--- src/rtl/page_commit_unit.sv ---
module page_commit_unit #(
  parameter int ADDR_W      = 17,
  parameter int PAGE_W      = 7,
  parameter int DATA_W      = 8,
  parameter int BUSY_CYCLES = 256
) (
  input  logic              clk,
  input  logic              rst_n,
  input  logic              wel,
  input  logic [1:0]        bp_level,
  input  logic              wr_start,
  input  logic [ADDR_W-1:0] start_addr,
  input  logic              byte_valid,
  input  logic [DATA_W-1:0] byte_data,
  input  logic              cs_rise,
  input  logic              at_byte_edge,
  output logic              busy,
  output logic              wel_clear,
  output logic              mem_we,
  output logic [ADDR_W-1:0] mem_addr,
  output logic [DATA_W-1:0] mem_wdata
);
  localparam int PAGE_BYTES = 1 << PAGE_W;
  localparam int HI_W       = ADDR_W - PAGE_W;
  localparam int CNT_W      = $clog2(BUSY_CYCLES + 1);
  localparam logic [CNT_W-1:0] LAST_CNT = CNT_W'(BUSY_CYCLES - 1);
  localparam logic [CNT_W-1:0] PAGE_CNT = CNT_W'(PAGE_BYTES);

  typedef enum logic [1:0] {S_IDLE, S_FILL, S_BUSY} state_t;

  state_t            state;
  logic [HI_W-1:0]   page_hi;
  logic [PAGE_W-1:0] ptr;
  logic              have_byte;
  logic [CNT_W-1:0]  cnt;
  logic [DATA_W-1:0] buf_q [PAGE_BYTES];

  function automatic logic page_locked(input logic [HI_W-1:0] hi, input logic [1:0] lvl);
    case (lvl)
      2'd1:    return hi[HI_W-1:HI_W-2] == 2'b11;
      2'd2:    return hi[HI_W-1];
      2'd3:    return 1'b1;
      default: return 1'b0;
    endcase
  endfunction

  wire start_ok = wr_start && wel && !page_locked(start_addr[ADDR_W-1:PAGE_W], bp_level);

  always_ff @(posedge clk or negedge rst_n) begin
    if (!rst_n) begin
      state     <= S_IDLE;
      page_hi   <= '0;
      ptr       <= '0;
      have_byte <= 1'b0;
      cnt       <= '0;
    end else begin
      case (state)
        S_IDLE: if (start_ok) begin
          state     <= S_FILL;
          page_hi   <= start_addr[ADDR_W-1:PAGE_W];
          ptr       <= start_addr[PAGE_W-1:0];
          have_byte <= 1'b0;
        end
        S_FILL: begin
          if (byte_valid) begin
            ptr       <= ptr + 1'b1;
            have_byte <= 1'b1;
          end
          if (cs_rise) begin
            cnt   <= '0;
            state <= (at_byte_edge && have_byte) ? S_BUSY : S_IDLE;
          end
        end
        S_BUSY: begin
          cnt <= cnt + 1'b1;
          if (cnt == LAST_CNT) state <= S_IDLE;
        end
        default: state <= S_IDLE;
      endcase
    end
  end

  always_ff @(posedge clk) begin
    if (state == S_FILL && byte_valid && !cs_rise) buf_q[ptr] <= byte_data;
  end

  assign busy      = (state == S_BUSY);
  assign wel_clear = busy && (cnt == LAST_CNT);
  assign mem_we    = busy && (cnt < PAGE_CNT);
  assign mem_addr  = {page_hi, cnt[PAGE_W-1:0]};
  assign mem_wdata = buf_q[cnt[PAGE_W-1:0]];
endmodule


--- config.mk ---
export PLATFORM = sky130hd
export DESIGN_NAME = page_commit_unit
export DESIGN_NICKNAME = d
export VERILOG_FILES = /design/src/rtl/page_commit_unit.sv
export SDC_FILE = /design/constraint.sdc
export NUM_CORES = 1
export LEC_CHECK = 0
export ABC_CLOCK_PERIOD_IN_PS = 4800
export BUFFER_PORTS_ARGS = -buffer_cell sky130_fd_sc_hd__buf_2
export CAP_MARGIN = 15
export CORE_MARGIN = 1.5
export CORE_UTILIZATION = 50
export CTS_CLUSTER_SIZE = 12
export DETAILED_ROUTE_END_ITERATION = 10
export MAX_ROUTING_LAYER = met4
export PLACE_DENSITY = 0.66
export SLEW_MARGIN = 0
export SYNTH_ARGS = -nofsm -noshare
export SYNTH_HDL_FRONTEND = slang
export SYNTH_SLANG_ARGS = --single-unit
--- constraint.sdc ---
create_clock -name clk -period 4.8 [get_ports clk]
set_clock_uncertainty 0.15 [all_clocks]
set_input_delay 0.48 -clock clk [delete_from_list [all_inputs] [get_ports clk]]
set_output_delay 0.48 -clock clk [all_outputs]
set_load 0.01 [all_outputs]
# After elaboration in Yosys (flattened, before gate mapping)

Memories as Yosys holds them, arrays and structs flattened.
Index checks and enable logic that the tools add are counted.

Multiplexer cells: 16
Reduce and logical (&&, ||, !) cells: 16
Add/subtract/negate cells: 2
Magnitude comparators: 1
Eq/ne operators: 11

Operator list:

| cell                  | number |
|---|---|
| $pmux W9 S2           | 1 |
| $mux W7               | 2 |
| $pmux W7 S2           | 1 |
| $add A9 B1 Y9 const B | 1 |
| $eq A9 B8 Y1 const B  | 1 |
| $lt A9 B8 Y1 const B  | 1 |
| $mux W9               | 1 |
| $eq A2 B2 Y1 const B  | 4 |
| $mux W2               | 4 |
| $add A7 B1 Y7 const B | 1 |
| $logic_and A1 B1 Y1   | 7 |
| $ne A2 B2 Y1 const B  | 3 |
| $pmux W2 S3           | 1 |
| $reduce_and A3 Y1     | 2 |
| $eq A2 B1 Y1 const B  | 2 |
| $mux W1               | 4 |
| $reduce_and A2 Y1     | 2 |
| $reduce_bool A2 Y1    | 2 |
| $pmux W1 S3           | 1 |
| $logic_not A1 Y1      | 2 |
| $logic_not A2 Y1      | 1 |
| $ne A2 B1 Y1 const B  | 1 |
| $pmux W1 S2           | 1 |

Input port bits: 34
Output and inout bits: 28
Bits in registers: 29
Bits in writable memories: 1024
Memories: 1

Memory list:

| memory | words | width | read ports | clocked after Yosys merged registers in | write ports | RTL line | RTL |
|---|---|---|---|---|---|---|---|
| buf_q  | 128   | 8     | 1          | 0                                       | 1           | 36       | `logic [DATA_W-1:0] buf_q [PAGE_BYTES];` |

# Longest topological paths before layout

Depth after elaboration: 6
Depth in mapped cells: 8
Mapped depth without buffers: 5

# Least setup slack after synthesis

Ideal clock, no wire load.

Path kind: register -> output
Start point: register cnt[0]
End point: output mem_wdata[0]
Cell stages (with the launch flop): 7
Path buffers: 2
Path slack: 1.381 ns
Required time: 4.170 ns
Arrival: 2.789 ns
Cells stage by stage: dfrtp_1 -> buf_2 -> clkbuf_1 -> mux4_2 -> mux4_2 -> mux4_2 -> mux2_2

Cells in the longest elaborated chain, start to end: 1

Ends and longest elaborated chain:

| element                | RTL line | RTL |
|---|---|---|
| from (decl)            | 35       | `logic [CNT_W-1:0] cnt;` |
| from (signal assigned) | 75       | `cnt <= cnt + 1'b1;` |
| $mem_v2 Z128 W8        | --       |  |
| to (decl)              | 21       | `output logic [DATA_W-1:0] mem_wdata` |

Every way passes these cells.

# Final worst setup path

Start point: register cnt[0]
End point: output mem_wdata[5]

The elaborated chain is that of the path after synthesis.

==> results.yml <==
status:
  status: "finished clean"
synth:
  syn_area_sq_mm: 0.04096
  synth_nets: 1809
  synth_top_area_share_pct: 75.08
  synthCells: 1772
  seq_area_frac_synth_pct: 76.85
  ys_top_cells_by_area: "edfxtp_1 75%, mux4_2 18%, dfrtp_1 1.8%"
  yosysWarningCount: 0
  synth.avg_cell_area_sq_um: 23.11
  async_flop_share_pct: 2.754
  ys_ff_latch: 1053
  yosysUniqueCellTypes: 39
  synthFlopType: "edfxtp_1"
  synth_top_cell_by_area: "edfxtp_1"
  synth-edff-count: 1024
floorplanning:
  core_sq_mm: 0.08081
  placementRows: 104
  io_pins: 62
  die_x_um: 289.2
  floorplan.initialDensity_pct: 50.69
  dieArea_sq_mm: 0.08364
  die-height_um: 289.2
timing:
  rsz0062_at_grt: "no"
  setup_violations: 0
  finalHoldViolCount: 0
  min_period_over_period_pct: 96.28
  tightest_slew_ps: 1112
  max_freq_ghz: 0.2164
  finalMaxSlewViolations: 0
  tns_ps: 0
  period_minus_slack_ps: 4622
  relSlewSlack_pct: 25.60
worst_setup_path:
  cp.arrival_ps: 3990
  critPathKind: "reg2out"
  startpoint_type: "register"
  crit_chain: "buf_12, buf_12, mux4_2, mux4_2, mux4_2, mux2_2, buf_2"
  crit_path_max_incr_delay_ps: 590
  crit_top_cell: "mux4_2"
  end_kind: "primary output"
  critPathMaxFanout: 22
  worstSetupStartpoint: "cnt[0]"
  rr_startpoint: "state[0]"
  slowest_stage: "mux4_2"
  cp.required_ps: 4170
power_and_ir_drop:
  seqPwrFrac_pct: 43.2
  combPwrFrac_pct: 26.2
  internal_power_w: 0.01749
  finalPower_w: 0.02429
  pwr-share-clk_pct: 30.7
  p_switching_w: 0.006800
  leakagePower_nw: 14.15
  sw_frac_of_total_pct: 27.99
  power.density_mw_per_mm2: 525.6
  vdd_drop_max_uv: 390.5
cts:
  cts_buffer_depth: 3
  clk_latency_ps: 660
  clockRootBuffer: "clkbuf_16"
  ctsResizeCount: 0
  htree_levels: 3
  cts_sinks: 1053
  cts_buffers: 105
  path_clk_slew_ps: 60
  cts_tree: "built"
job:
  cap_violations: 0
grt:
  antenna_found_initial: 10
  grt_pass1_vias: 19432
  grt_usage_pct: 23.83
  grt-ovfl-total: 0
  grt_pass1_wl_um: 137100
  grt_max_degree: 94
drt:
  drt_iter0_drc: 2078
  route.detailed.drc: 0
  vias: 19028
  wirelength_um: 93990
  antenna_left: 0
  avgViaCountPerCell: 6.220
  firstDrtPassIters: 5
  wire_per_inst_um: 30.72
worst_hold_path:
  hold_path.class: "in2reg"
  hp-start: "start_addr[1]"
layout:
  drive_gt1_share_pct: 31.73
  final_net_count: 1976
  area_delta_synth_final_pct: 12.83
  final_core_util_pct: 57.19
place:
  routabilityCongestion: 0.8468
  portBuffers: 61
  detailed_place_hpwl_um: 57030
[registers in the layout, summed over array words and instances, names as in the netlist]
name	count
buf_q	1024
page_hi	10
cnt	9
ptr	7
state	2
have_byte	1
[repair_timing]
| item | in CTS | in global routing |
|---|---|---|
| endpoints found under the setup margin | 1 | 0 |
| endpoints found under the hold margin | 44 | 0 |
| hold buffers | 16 | 0 |
| setup buffers | 1 | 0 |
[final timing paths]
path / endpoint / slack, ps / depth (start not counted)
max in group asynchronous: cnt[1] / 3720 / 2
min in group asynchronous: page_hi[1] / 260 / 2
min: ptr[1] / 30 / 3
max reg2reg: buf_q[94][7] / 1280 / 5
min reg2reg: page_hi[9] / 350 / 1
max: mem_wdata[5] / 180 / 7
[logic make-up after synthesis]
group	count (synthesis)	synth area share [%]
flops	1053	76.85
mux	357	19.04
compound gates	33	0.4797
simple gates	217	2.273
xor+xnor	2	0.04278
buf+inv	107	1.222
fa+ha+maj	3	0.09165
[through the flow]
step	std cells	hold WS, ps	setup slack (ps)	instance area, sq um
finish	3059	32.49	178.3	46210
global route	3057	45.37	141.2	46210
CTS	3055	9.100	179.8	46200
detailed placement	2875	336.8	704.3	43010
global placement	2875	323.6	695.6	43010
floorplan	1772	34.41	1381	40960
[Yosys cell counts, types with 6 or more instances]
library cell     n
edfxtp_1      1024
mux4_2         336
nor2_1         140
clkbuf_1        58
nand2_1         32
dfrtp_1         29
mux2_2          18
buf_4           17
buf_2           16
o21ai_0         14
buf_1           12
nand3_1         12
a21oi_1          9
nor2b_1          8
nand4_1          6
[power by group through the flow]
stage	clock network (W)	logic [W]	registers (W)
floorplan	0	0.00422	0.0105
global placement	0	0.00630	0.0107
global route	0.00789	0.00668	0.0105
finish	0.00745	0.00635	0.0105
detailed placement	0	0.00634	0.0107
CTS	0.00755	0.00641	0.0105
[critical path, delay by kind of cell (launching register included)]
kind	cells	cell delay (ps)
muxes	4	2100
buffers and inverters	3	650
DFF	1	530
[layout by cell type, fill, tap and decap left out, types with 3 or more instances in the layout]
| cell | n |
|---|---|
| nor2_1 | 140 |
| nand2_1 | 32 |
| buf_4 | 78 |
| dfrtp_4 | 4 |
| a21oi_1 | 9 |
| mux2i_1 | 3 |
| buf_2 | 53 |
| clkbuf_16 | 106 |
| bufinv_16 | 3 |
| nand3_1 | 12 |
| nand2b_1 | 5 |
| dfrtp_1 | 25 |
| mux2_2 | 18 |
| ha_1 | 3 |
| dlygate4sd3_1 | 16 |
| and3_1 | 3 |
| buf_12 | 18 |
| clkinv_1 | 11 |
| nand4_1 | 6 |
| o21ai_0 | 14 |
| nor2b_1 | 8 |
| diode_2 | 4 |
| and4b_1 | 3 |
| clkinv_2 | 11 |
| clkbuf_1 | 26 |
| mux4_2 | 336 |
| edfxtp_1 | 1024 |
[layer usage]
| layer | GRT usage (%) | vias to the layer above | wire length (um) | share of wire [%] |
|---|---|---|---|---|
| li1 | - | 7814 | - | - |
| met5 | - | - | 0 | 0 |
| met2 | 35.46 | 824 | 44580 | 47 |
| met3 | 5.189 | 151 | 8111 | 8.6 |
| met4 | 6.419 | 0 | 2320 | 2.5 |
| met1 | 33.77 | 10239 | 38970 | 41 |
[area by class of cell]
class	count	area [sq um]
inverter	2	7.507
tap	1060	1326
timing repair buffer	165	1371
clock buffer	132	2750
clock inverter	31	275.3
antenna	4	10.01
fill	5726	34590
multi-input combinational	612	8982
sequential	1053	31490
(Power assumes the default switching activity.)
